### config.mk
export PLATFORM = sky130hd
export DESIGN_NAME = toggle_slack_predictor
export DESIGN_NICKNAME = d
export VERILOG_FILES = /design/src/rtl/tsp_pkg.sv /design/src/rtl/tsp_cfg_store.sv /design/src/rtl/tsp_toggle_score.sv /design/src/rtl/tsp_window.sv /design/src/rtl/toggle_slack_predictor.sv
export SDC_FILE = /design/constraint.sdc
export NUM_CORES = 1
export LEC_CHECK = 0
export BUFFER_PORTS_ARGS = -buffer_cell sky130_fd_sc_hd__buf_2
export CORE_MARGIN = 2
export CORE_UTILIZATION = 30
export CTS_CLUSTER_DIAMETER = 60
export DETAILED_ROUTE_END_ITERATION = 10
export RECOVER_POWER = 25
export SYNTH_ARGS = -nofsm -noshare
export SYNTH_HDL_FRONTEND = slang
export SYNTH_HIERARCHICAL = 1
export SYNTH_SLANG_ARGS = --single-unit
### constraint.sdc
create_clock -name clk -period 39.3 [get_ports clk]
set_clock_uncertainty 0.15 [all_clocks]
set_input_delay 3.93 -clock clk [delete_from_list [all_inputs] [get_ports clk]]
set_output_delay 3.93 -clock clk [all_outputs]
set_load 0.01 [all_outputs]
### src/rtl/tsp_pkg.sv
package tsp_pkg;

    typedef enum logic {
        FLOW_SIMD     = 1'b0,
        FLOW_SYSTOLIC = 1'b1
    } flow_mode_e;

    function automatic logic [3:0] code_max4(input logic [3:0] a, input logic [3:0] b);
        return (a > b) ? a : b;
    endfunction

endpackage

### src/rtl/tsp_cfg_store.sv
module tsp_cfg_store #(
    parameter int DATA_W    = 64,
    parameter int WT_W      = 4,
    parameter int CODE_W    = 4,
    parameter int LUT_DEPTH = 16,
    parameter int CFG_AW    = 7,
    parameter int CFG_DW    = 4
) (
    input  logic                                clk,
    input  logic                                rst_n,
    input  logic                                we,
    input  logic [CFG_AW-1:0]                   addr,
    input  logic [CFG_DW-1:0]                   wdata,
    output logic [DATA_W-1:0][WT_W-1:0]         weights,
    output logic [LUT_DEPTH-1:0][CODE_W-1:0]    table_q
);

    localparam int WI_W  = $clog2(DATA_W);
    localparam int IDX_W = $clog2(LUT_DEPTH);

    typedef struct packed {
        logic [DATA_W-1:0][WT_W-1:0]      wt;
        logic [LUT_DEPTH-1:0][CODE_W-1:0] lut;
    } cfg_state_t;

    cfg_state_t state_d, state_q;
    logic [CFG_AW-1:0] lut_off;

    always_comb begin
        state_d = state_q;
        lut_off = addr - CFG_AW'(DATA_W);
        if (we) begin
            if (int'(addr) < DATA_W) begin
                state_d.wt[addr[WI_W-1:0]] = wdata[WT_W-1:0];
            end else if (int'(addr) < DATA_W + LUT_DEPTH) begin
                state_d.lut[lut_off[IDX_W-1:0]] = wdata[CODE_W-1:0];
            end
        end
    end

    always_ff @(posedge clk or negedge rst_n) begin
        if (!rst_n) begin
            state_q.wt  <= '0;
            state_q.lut <= '1;
        end else begin
            state_q <= state_d;
        end
    end

    assign weights = state_q.wt;
    assign table_q = state_q.lut;

endmodule

### src/rtl/tsp_toggle_score.sv
module tsp_toggle_score #(
    parameter int DATA_W = 64,
    parameter int WT_W   = 4,
    parameter int SUM_W  = 8
) (
    input  logic                        clk,
    input  logic                        rst_n,
    input  logic                        in_valid,
    input  logic [DATA_W-1:0]           in_data,
    input  logic [DATA_W-1:0][WT_W-1:0] weights,
    output logic [SUM_W-1:0]            wsum,
    output logic                        primed
);

    localparam int FULL_W  = $clog2(DATA_W * ((1 << WT_W) - 1) + 1);
    localparam int ACC_W   = (FULL_W > SUM_W) ? FULL_W : SUM_W;
    localparam int SUM_MAX = (1 << SUM_W) - 1;

    typedef struct packed {
        logic [DATA_W-1:0] held;
        logic [DATA_W-1:0] prior;
        logic              primed;
    } score_state_t;

    score_state_t state_d, state_q;

    logic [DATA_W-1:0]           toggled;
    logic [DATA_W-1:0][WT_W-1:0] gated;
    logic [ACC_W-1:0]            acc;

    always_comb begin
        state_d = state_q;
        if (in_valid) begin
            state_d.held   = in_data;
            state_d.prior  = state_q.primed ? state_q.held : in_data;
            state_d.primed = 1'b1;
        end
    end

    always_ff @(posedge clk or negedge rst_n) begin
        if (!rst_n) begin
            state_q <= '0;
        end else begin
            state_q <= state_d;
        end
    end

    assign toggled = state_q.held ^ state_q.prior;

    for (genvar g = 0; g < DATA_W; g++) begin : g_gate
        assign gated[g] = toggled[g] ? weights[g] : '0;
    end

    always_comb begin
        acc = '0;
        for (int i = 0; i < DATA_W; i++) begin
            acc = acc + ACC_W'(gated[i]);
        end
    end

    assign wsum   = (acc > ACC_W'(SUM_MAX)) ? '1 : acc[SUM_W-1:0];
    assign primed = state_q.primed;

endmodule

### src/rtl/tsp_window.sv
module tsp_window #(
    parameter int CODE_W = 4,
    parameter int WINDOW = 8
) (
    input  logic              clk,
    input  logic              rst_n,
    input  logic              push,
    input  logic              systolic,
    input  logic [CODE_W-1:0] cur_code,
    output logic [CODE_W-1:0] period_code
);

    localparam int HIST_N = WINDOW - 1;

    typedef struct packed {
        logic [HIST_N-1:0][CODE_W-1:0] hist;
    } win_state_t;

    win_state_t state_d, state_q;
    logic [HIST_N:0][CODE_W-1:0] running;

    always_comb begin
        state_d = state_q;
        if (push) begin
            state_d.hist[0] = cur_code;
            for (int i = 1; i < HIST_N; i++) begin
                state_d.hist[i] = state_q.hist[i-1];
            end
        end
    end

    always_ff @(posedge clk or negedge rst_n) begin
        if (!rst_n) begin
            state_q <= '1;
        end else begin
            state_q <= state_d;
        end
    end

    assign running[0] = cur_code;
    for (genvar g = 0; g < HIST_N; g++) begin : g_max
        assign running[g+1] = (running[g] > state_q.hist[g]) ? running[g] : state_q.hist[g];
    end

    assign period_code = systolic ? running[HIST_N] : cur_code;

endmodule

### src/rtl/toggle_slack_predictor.sv
module toggle_slack_predictor #(
    parameter int LANES     = 8,
    parameter int LANE_W    = 8,
    parameter int WT_W      = 4,
    parameter int SUM_W     = 8,
    parameter int CODE_W    = 4,
    parameter int LUT_DEPTH = 16,
    parameter int WINDOW    = 8,
    parameter int DATA_W    = LANES * LANE_W,
    parameter int CFG_AW    = $clog2(DATA_W + LUT_DEPTH),
    parameter int CFG_DW    = (WT_W > CODE_W) ? WT_W : CODE_W
) (
    input  logic              clk,
    input  logic              rst_n,
    input  logic              in_valid,
    input  logic [DATA_W-1:0] in_data,
    input  logic              mode_systolic,
    input  logic              cfg_we,
    input  logic [CFG_AW-1:0] cfg_addr,
    input  logic [CFG_DW-1:0] cfg_wdata,
    output logic [CODE_W-1:0] period_code
);

    import tsp_pkg::*;

    localparam int IDX_W = $clog2(LUT_DEPTH);

    logic [DATA_W-1:0][WT_W-1:0]      weights;
    logic [LUT_DEPTH-1:0][CODE_W-1:0] table_q;
    logic [SUM_W-1:0]                 wsum;
    logic                             primed;
    logic [IDX_W-1:0]                 lut_idx;
    logic [CODE_W-1:0]                cur_code;
    flow_mode_e                       flow;

    assign flow = flow_mode_e'(mode_systolic);

    tsp_cfg_store #(
        .DATA_W(DATA_W), .WT_W(WT_W), .CODE_W(CODE_W),
        .LUT_DEPTH(LUT_DEPTH), .CFG_AW(CFG_AW), .CFG_DW(CFG_DW)
    ) u_cfg (
        .clk(clk), .rst_n(rst_n), .we(cfg_we), .addr(cfg_addr),
        .wdata(cfg_wdata), .weights(weights), .table_q(table_q)
    );

    tsp_toggle_score #(
        .DATA_W(DATA_W), .WT_W(WT_W), .SUM_W(SUM_W)
    ) u_score (
        .clk(clk), .rst_n(rst_n), .in_valid(in_valid), .in_data(in_data),
        .weights(weights), .wsum(wsum), .primed(primed)
    );

    assign lut_idx  = wsum[SUM_W-1 -: IDX_W];
    assign cur_code = table_q[lut_idx];

    tsp_window #(
        .CODE_W(CODE_W), .WINDOW(WINDOW)
    ) u_window (
        .clk(clk), .rst_n(rst_n), .push(in_valid && primed),
        .systolic(flow == FLOW_SYSTOLIC), .cur_code(cur_code),
        .period_code(period_code)
    );

endmodule

==> results of run 1 <==
## layout by cell type (no fill, tap or decap), types with 6 or more instances in the layout
cell         n
nand2_1    213
nand3_1     16
clkbuf_1    27
ha_1        58
nor2b_1     11
mux2_1      14
a21oi_1     78
o21ai_0     29
dfrtp_1    384
and4_1       6
xor2_1      65
a22oi_1      8
clkbuf_8    10
buf_2       80
nand4b_1     7
mux2_2     381
buf_4       10
nor2_1     101
nand2b_1     8
mux2i_1     66
and2_1     128
fa_1       263
nand4_1      7
o211ai_1    10
clkbuf_16   57
o21a_1       6
a31oi_1     11
mux4_1      14
dfstp_2     92
inv_1      288
## per-layer routing
metal / global-route usage, % / wire (um) / vias to the layer above
met2: 23.0 / 33400 / 283
li1: - / - / 8178
met5: 0 / 13 / -
met3: 2.16 / 2470 / 106
met4: 3.93 / 1620 / 2
met1: 18.1 / 30600 / 9178
## area by class of cell
type	count	area, um^2	area share, %
Antenna cell	1	2.50	0.00753
Clock inverter	19	231	0.697
Sequential cell	477	12100	36.3
Tap cell	1287	1610	4.85
Multi-Input combinational cell	1583	16100	48.4
Clock buffer	85	1630	4.91
Inverter	288	1080	3.25
Timing Repair Buffer	99	509	1.53
## per-stage QoR
stage / std cells / hold slack (ns) / worst slack [ns] / instance area [um^2] / utilization, %
floorplan: 2447 / 0.299 / 18.75 / 29700 / -
global placement: 3734 / 0.312 / 17.53 / 31400 / 32.0
detailed placement: 3734 / 0.321 / 17.27 / 31400 / 32.0
CTS: 3838 / 0.335 / 16.52 / 33300 / 33.9
global route: 3838 / 0.354 / 15.32 / 33200 / 33.8
finish: 3839 / 0.330 / 16.57 / 33200 / 33.8
## sequential cells by signal, indices dropped and copies added, names as in the netlist
register          cells
u_cfg/weights       256
u_score/state_q     128
u_cfg/table_q        64
u_window/state_q     28
u_score/primed        1
## worst paths after layout
kind                       slack [ns]                  from  cells after the start             endpoint
max                             16.57  u_score/state_q[120]                     70       period_code[3]
min                              0.33    u_cfg/weights[206]                      1   u_cfg/weights[206]
max reg2reg                     30.40  u_score/state_q[120]                     29  u_window/state_q[2]
min reg2reg                      0.33    u_cfg/weights[206]                      1   u_cfg/weights[206]
max in group asynchronous       22.68                 rst_n                      2       u_score/primed
min in group asynchronous        4.78                 rst_n                      1  u_score/state_q[85]
==> key figures, run 1 <==
Clock network
  – Root buffer cell: clkbuf_16
  – Max Root-Sink Buffers: 3
  – Worst-Skew Late Latency: 0.63 ns
  – Clock sink count: 477
  – Num CTS Buffers: 57
  – Worst-path clk slew: 0.06 ns
  – Hold buffer count at cts: 0
  – # Post-CTS Setup Buffers: 0
  – H-tree Lvls: 2
  – CTS tree: built
  – Cts repair resizes: 0

Routing
  – Post-route ant nets: 0
  – Routed wire length per instance: 17.7 um
  – Vias: 17747
  – Final WL: 68100 um
  – Initial DRT Pass Iterations: 5
  – Drt initial violations: 964
  – DRC viols: 0
  – Drt via density: 4.62

Synthesis
  – Post-Syn Area: 29700 um^2
  – Mapped Avg Cell Area: 12.1 um^2
  – Cells after Synth: 2447
  – YS warnings: 6
  – Syn_nets: 2848

Floorplanning
  – Starting density of the core: 30.2%
  – Die area: 101000 um^2
  – FP Rows: 115
  – Core area: 98100 um^2
  – Ports: 84
  – Die Wd: 318 um
  – Die H: 318 um

STA
  – Max-slew violation count: 660
  – Final setup viols: 0
  – Final hold viol count: 0
  – Final min period: 22.73 ns
  – Fin crit share: 57.8%
  – Setup TNS: 0 ns
  – Relative slew slack: -488%
  – Unrepaired setup endpoints after global routing: no
  – FMAX: 44.0 MHz
  – Slew @ Worst Pin: 8.82 ns

Worst setup path
  – Worst Path Buf+Inv: 9
  – Endpoint type of the worst setup path: output port
  – CP required: 35.22 ns
  – Critical-path top delay cell: mux4_1
  – Crit Path Max Fanout: 17
  – Worst EP arrival: 18.65 ns
  – CP top delay family: adder cells
  – CP max stage delay: 0.60 ns
  – Most used cell, CP: fa_1
  – CP startpoint kind: flip-flop
  – Crit Path Class: flip-flop to output port

Job
  – Max_cap viols: 8

Final layout
  – Layout Area Growth over Synthesis: 12.0%
  – Nets@finish: 2907
  – Fraction of layout cells with a size suffix above 1: 27.0%
  – Fillcell total: 9781

Global routing
  – Vias in the first global route: 19289
  – Total global-route track usage: 13.6%
  – First-pass GRT wire length: 110000 um
  – Initial antenna violation count: 2
  – Grt ovf: 0
  – Largest net degree at the start of global routing: 172

Worst hold path
  – Hold/Removal Path Class: flip-flop to flip-flop

Placement
  – Port Buffers: 83
  – GPL Wtd Cong: 0.835
  – Detailed placer's ending HPWL: 48500 um

Outcome
  – Status: complete, but fails checks
  – Failing checks: capacitance limit, slew limit
Power of run 1 is left out: the tool's default activity adds up to more than one toggle a clock period on the data nets, which glitch-free logic cannot reach.
==> inputs of run 2 (changes only) <==
==> constraint.sdc (replaced) <==
create_clock -name clk -period 20.9 [get_ports clk]
set_clock_uncertainty 0.15 [all_clocks]
set_input_delay 2.09 -clock clk [delete_from_list [all_inputs] [get_ports clk]]
set_output_delay 2.09 -clock clk [all_outputs]
set_load 0.01 [all_outputs]
==> run 2 against run 1 <==
Net effect:
- the flow still finishes with violations (capacitance limit, slew limit)
- critical endpoint is now period_code[1]
- die area unchanged
- critical path depth decreased by 2
- wire length about the same
- via count increased by 0.23%
- hold slack got worse by 0.0025 ns
- global-route usage decreased by 0.069 points
- non-clock buffer count increased by 13
==> key figures, run 2 (synthesis gave the netlist of run 1 again) <==
Outcome
  – Status: complete, but fails checks
  – Failing checks: capacitance limit, slew limit

Worst setup path
  – Worst EP arrival: 17.81 ns (-0.84 ns)
  – CP required: 18.66 ns (-16.56 ns)
  – Endpoint type of the worst setup path: output port
  – Crit Path Class: flip-flop to output port
  – Most used cell, CP: fa_1
  – Critical-path top delay cell: fa_1
  – Reg2reg end: u_window/state_q[0]
  – FF-to-FF Start: u_score/state_q[54]
  – Crit Path Max Fanout: 17 (unchanged)
  – Worst r2r path cells: 27 (-6.9%)
  – CP max stage delay: 0.60 ns (about the same)
  – CP startpoint kind: flip-flop
  – Register-to-register setup slack: 11.91 ns (-18.49 ns)

STA
  – Fin crit share: 95.9%
  – Final setup viols: 0 (unchanged)
  – Max-slew violation count: 526 (-20%)
  – Relative slew slack: -466% (+22 points)
  – Slew @ Worst Pin: 8.49 ns (-0.331 ns)
  – Final hold viol count: 0 (unchanged)
  – Worst hold margin: 0.327 ns (-0.00255 ns)
  – FMAX: 49.9 MHz
  – Final min period: 20.05 ns

Job
  – Max_cap viols: 6 (-2)

Clock network
  – Root buffer cell: clkbuf_16
  – Worst-path clk slew: 0.05 ns (about the same)
  – CTS tree: built
  – Num CTS Buffers: 58 (+1.8%)
  – Worst-Skew Late Latency: 0.63 ns (about the same)
  – Max Root-Sink Buffers: 3 (unchanged)
  – Clock sink count: 477 (unchanged)
  – H-tree Lvls: 2 (unchanged)

Placement
  – Detailed placer's ending HPWL: 48800 um (+0.63%)
  – GPL Wtd Cong: 0.855 (+2.4%)
  – Cells after DPL: 3735 (+0.027%)
  – Port Buffers: 83 (unchanged)

Floorplanning
  – Ports: 84 (unchanged)
  – Die area: 101000 um^2 (unchanged)
  – Core area: 98100 um^2 (unchanged)
  – Die Wd: 318 um (unchanged)
  – Die H: 318 um (unchanged)
  – Starting density of the core: 30.2% (unchanged)
  – FP Rows: 115 (unchanged)

Routing
  – Routed wire length per instance: 17.7 um (-0.29%)
  – Vias: 17787 (+0.23%)
  – Drt initial violations: 866 (-10%)
  – DRC viols: 0 (unchanged)
  – Post-route ant nets: 0 (unchanged)
  – Final WL: 68200 um (about the same)
  – Drt via density: 4.62 (-0.14%)
  – Initial DRT Pass Iterations: 6 (+1)

Global routing
  – Grt ovf: 0 (unchanged)
  – Largest net degree at the start of global routing: 167 (-2.9%)
  – Initial antenna violation count: 4 (+2)
  – First-pass GRT wire length: 110000 um (about the same)
  – Vias in the first global route: 19148 (-0.73%)
  – Total global-route track usage: 13.6% (-0.069 points)

Final layout
  – Commonest non-fill, non-tap cell in the layout: dfrtp_1
  – Layout Area Growth over Synthesis: 13.6%
  – Fillcell total: 9808 (+0.28%)
  – Post-Layout Cell Count: 3853 (+0.36%)
  – Nets@finish: 2921 (+0.48%)
  – Most frequent cells in the layout: 384 x dfrtp_1, 379 x mux2_2, 287 x inv_1
  – Max reg flops: 256 (unchanged)
  – Fraction of layout cells with a size suffix above 1: 29.0% (+2.0 points)

Worst hold path
  – Hold_sp: u_cfg/weights[206]
  – Hold/Removal Path Class: flip-flop to flip-flop
  – Sink of the worst hold path: u_cfg/weights[206]
  – WHS Path Cells: 1 (unchanged)
## run 2: cell types whose count changed in the layout (fill, tap and decap cells not counted), sizes merged
cell	delta
buf	+15
bufinv	+3
clkbuf	-11
clkinv	+5
clkinvlp	-2
diode	+1
inv	+3
## run 2: routing by layer
| layer | global-route usage, % | vias up | routed length (um) |
|---|---|---|---|
| li1 | - | 8204 | - |
| met1 | 18.2 | 9226 | 30700 |
| met2 | 22.9 | 261 | 33600 |
| met3 | 2.05 | 90 | 2610 |
| met4 | 3.52 | 6 | 1320 |
| met5 | 0 | - | 30 |
## run 2: layout make-up
type | instances | area (um^2) | area share [%]
flip-flops and latches | 477 | 12100 | 35.8
diodes | 2 | 5.00 | 0.0149
clock buffers | 76 | 1630 | 4.84
clock inverters | 28 | 342 | 1.01
well taps | 1287 | 1610 | 4.78
inverters | 288 | 1080 | 3.21
repair buffers | 112 | 631 | 1.87
multi-input cells | 1583 | 16300 | 48.5
## run 2: worst max-delay path, delay by kind of cell (launching register included)
family	cells	cell delay [ns]
adder cells (fa/ha/maj)	18	7.35
buffers and inverters	8	0.73
multiplexers	3	1.27
AND/OR/NAND/NOR	12	2.05
flip-flops	1	0.39
XOR/XNOR	1	0.20
AO/OA/AOI/OAI	26	5.13
## run 2: how the worst max path moves through the flow
stage | to | from | cells past startpoint
floorplan | period_code[0] | u_score/state_q[12] | 72
global placement | period_code[3] | u_score/state_q[25] | 66
detailed placement | period_code[3] | u_score/state_q[25] | 64
CTS | period_code[3] | u_score/state_q[35] | 71
global route | period_code[2] | u_score/state_q[127] | 71
finish | period_code[1] | u_score/state_q[54] | 68
## run 2: metrics by stage
| step | utilization, % | setup slack (ns) | area [um^2] | setup TNS, ns |
|---|---|---|---|---|
| 2_1_floorplan | - | 2.19 | 29700 | 0 |
| 3_3_place_gp | 32.0 | 0.579 | 31400 | 0 |
| 3_5_place_dp | 32.0 | 0.261 | 31400 | 0 |
| 4_1_cts | 34.1 | 0.0355 | 33400 | 0 |
| 5_1_grt | 34.3 | -0.00273 | 33700 | -0.00273 |
| 6_report | 34.3 | 0.851 | 33700 | 0 |
## run 2: repair_timing
action / 4_1_cts / 5_1_grt
setup endpoints to repair: 4 / 4
cloned: 0 / 0
gates resized for setup: 7 / 40
hold buffers: 0 / 0
pin swaps: 0 / 12
setup buffers: 1 / 11
Power of run 2 is left out for the same reason.
==> inputs of run 3 (changes only) <==
--- a/config.mk
+++ b/config.mk
@@ -10,6 +10,7 @@
 export CORE_UTILIZATION = 30
 export CTS_CLUSTER_DIAMETER = 60
 export DETAILED_ROUTE_END_ITERATION = 10
+export PLACE_DENSITY = 0.58
 export RECOVER_POWER = 25
 export SYNTH_ARGS = -nofsm -noshare
 export SYNTH_HDL_FRONTEND = slang
==> run 3 against run 2 <==
Net effect:
- the run still ends with capacitance limit, slew limit left
- non-clock buffer count increased by 5
- final cell count increased by 0.36%
- die area unchanged
- global-route usage increased by 0.35 points
- wire length increased by 2.0%
- sequential share of layout area decreased by 0.46 points
- critical path depth increased by 1
- hold slack got worse by 0.0013 ns
- flip-flop and latch count unchanged
==> key figures, run 3 (synthesis gave the netlist of run 1 again) <==
Outcome
  – Status: complete, but fails checks
  – Failing checks: capacitance limit, slew limit

Clock network
  – H-tree Lvls: 2 (unchanged)
  – Root buffer cell: clkbuf_16
  – Hold buffer count at cts: 0 (unchanged)
  – Clock sink count: 477 (unchanged)
  – Worst-Skew Late Latency: 0.65 ns (+0.02 ns)
  – Worst-path clk slew: 0.06 ns (about the same)
  – Max Root-Sink Buffers: 3 (unchanged)
  – Num CTS Buffers: 60 (+3.4%)
  – CTS tree: built

Worst hold path
  – Hold/Removal Path Class: flip-flop to flip-flop
  – Hold_sp: u_cfg/weights[206]
  – WHS Path Cells: 1 (unchanged)
  – Sink of the worst hold path: u_cfg/weights[206]

Floorplanning
  – Starting density of the core: 30.2% (unchanged)
  – Die area: 101000 um^2 (unchanged)
  – FP Rows: 115 (unchanged)
  – Die H: 318 um (unchanged)
  – Ports: 84 (unchanged)
  – Die Wd: 318 um (unchanged)
  – Core area: 98100 um^2 (unchanged)

Final layout
  – Fillcell total: 9779 (-0.30%)
  – Utilization after layout: 34.8% (+0.45 points)
  – Max reg flops: 256 (unchanged)
  – Nets@finish: 2929 (+0.27%)
  – Fraction of layout cells with a size suffix above 1: 30.5% (+1.5 points)
  – Commonest non-fill, non-tap cell in the layout: dfrtp_1
  – Layout Area Growth over Synthesis: 15.1%
  – Post-Layout Cell Count: 3867 (+0.36%)
  – Most frequent cells in the layout: 384 x dfrtp_1, 380 x mux2_2, 287 x inv_1

Routing
  – Final WL: 69600 um (+2.0%)
  – Drt initial violations: 892 (+3.0%)
  – Initial DRT Pass Iterations: 5 (-1)
  – Vias: 17968 (+1.0%)
  – Drt via density: 4.65 (+0.65%)
  – Routed wire length per instance: 18.0 um (+1.7%)
  – Post-route ant nets: 0 (unchanged)
  – DRC viols: 0 (unchanged)

Worst setup path
  – CP required: 18.66 ns (about the same)
  – Worst EP arrival: 18.04 ns (+0.23 ns)
  – Crit Path Class: flip-flop to output port
  – Critical-path top delay cell: fa_1
  – Worst r2r path cells: 30 (+11%)
  – CP startpoint kind: flip-flop
  – Register-to-register setup slack: 12.01 ns (+0.10 ns)
  – Reg2reg end: u_window/state_q[1]
  – FF-to-FF Start: u_score/state_q[118]
  – CP max stage delay: 0.61 ns (about the same)
  – Crit Path Max Fanout: 12 (-5)
  – Endpoint type of the worst setup path: output port
  – Most used cell, CP: fa_1

Placement
  – Port Buffers: 83 (unchanged)
  – Cells after DPL: 3737 (+0.054%)
  – Detailed placer's ending HPWL: 49200 um (+0.78%)
  – GPL Wtd Cong: 0.824 (-3.6%)

STA
  – Final setup viols: 0 (unchanged)
  – Slew @ Worst Pin: 6.86 ns (-1.63 ns)
  – Final hold viol count: 0 (unchanged)
  – FMAX: 49.3 MHz (-1.1%)
  – Relative slew slack: -358% (+110 points)
  – Max-slew violation count: 343 (-35%)
  – Worst hold margin: 0.326 ns (-0.00134 ns)
  – Fin crit share: 97.0% (+1.1 points)
  – Setup TNS: 0 ns (unchanged)
  – Final min period: 20.28 ns (+0.231 ns)

Global routing
  – Initial antenna violation count: 4 (unchanged)
  – Total global-route track usage: 13.9% (+0.35 points)
  – First-pass GRT wire length: 111000 um (+1.6%)
  – Largest net degree at the start of global routing: 135 (-19%)
  – Grt ovf: 0 (unchanged)
  – Vias in the first global route: 19484 (+1.8%)

Job
  – Max_cap viols: 4 (-2)
-- run 3: changes by cell type in the layout (fill, tap and decap cells not counted), moves of 3 or more --
cell       delta
clkbuf_1      -3
buf_4         +6
bufinv_16     +5
xor2_1       -13
inv_6         -5
inv_8         +3
xor2_2       +13
-- run 3: routing by layer --
| layer | routed length, um | GRT usage (%) | vias to the layer above |
|---|---|---|---|
| met5 | 21 | 0 | - |
| met4 | 1840 | 4.00 | 4 |
| met3 | 2530 | 2.06 | 109 |
| met2 | 34200 | 23.8 | 302 |
| met1 | 31000 | 18.3 | 9337 |
| li1 | - | - | 8216 |
-- run 3: how the worst max path moves through the flow --
stage | from | depth (start not counted) | slack (ns) | end
2_1_floorplan | u_score/state_q[12] | 72 | 2.19 | period_code[0]
6_report | u_score/state_q[118] | 69 | 0.62 | period_code[2]
5_1_grt | u_score/state_q[28] | 71 | -0.19 | period_code[0]
3_5_place_dp | u_score/state_q[25] | 66 | 0.23 | period_code[2]
4_1_cts | u_score/state_q[89] | 67 | 0.0005 | period_code[2]
3_3_place_gp | u_score/state_q[89] | 66 | 0.51 | period_code[2]
-- run 3: final cells by class --
type / count / area (um^2) / share of cell area (%)
multi-input combinational: 1584 / 16500 / 48.4
sequential: 477 / 12100 / 35.3
clock buffer: 78 / 1670 / 4.90
tap: 1287 / 1610 / 4.72
inverter: 288 / 1080 / 3.17
timing repair buffer: 117 / 672 / 1.97
clock inverter: 35 / 523 / 1.53
antenna: 1 / 2.50 / 0.00733
-- run 3: what timing repair did --
action,4_1_cts,5_1_grt
pin swaps,1,13
buffers inserted,4,11
gates resized for setup,6,64
endpoints found under the setup margin,4,4
gates cloned,1,0
-- run 3: critical path, delay by kind of cell, from the launching register on --
kind            cells  cell delay, ns
compound gates     23            5.20
xor+xnor            1            0.19
fa+ha+maj          18            7.14
simple gates       15            2.57
mux                 2            0.80
buf+inv            10            1.06
flops               1            0.40
-- run 3: per-stage QoR --
step           area (um^2)  setup WS, ns
6_report             34100         0.620
5_1_grt              34100        -0.187
4_1_cts              33700      0.000519
3_5_place_dp         31400         0.232
3_3_place_gp         31400         0.506
2_1_floorplan        29700          2.19
Power of run 3 is left out for the same reason.
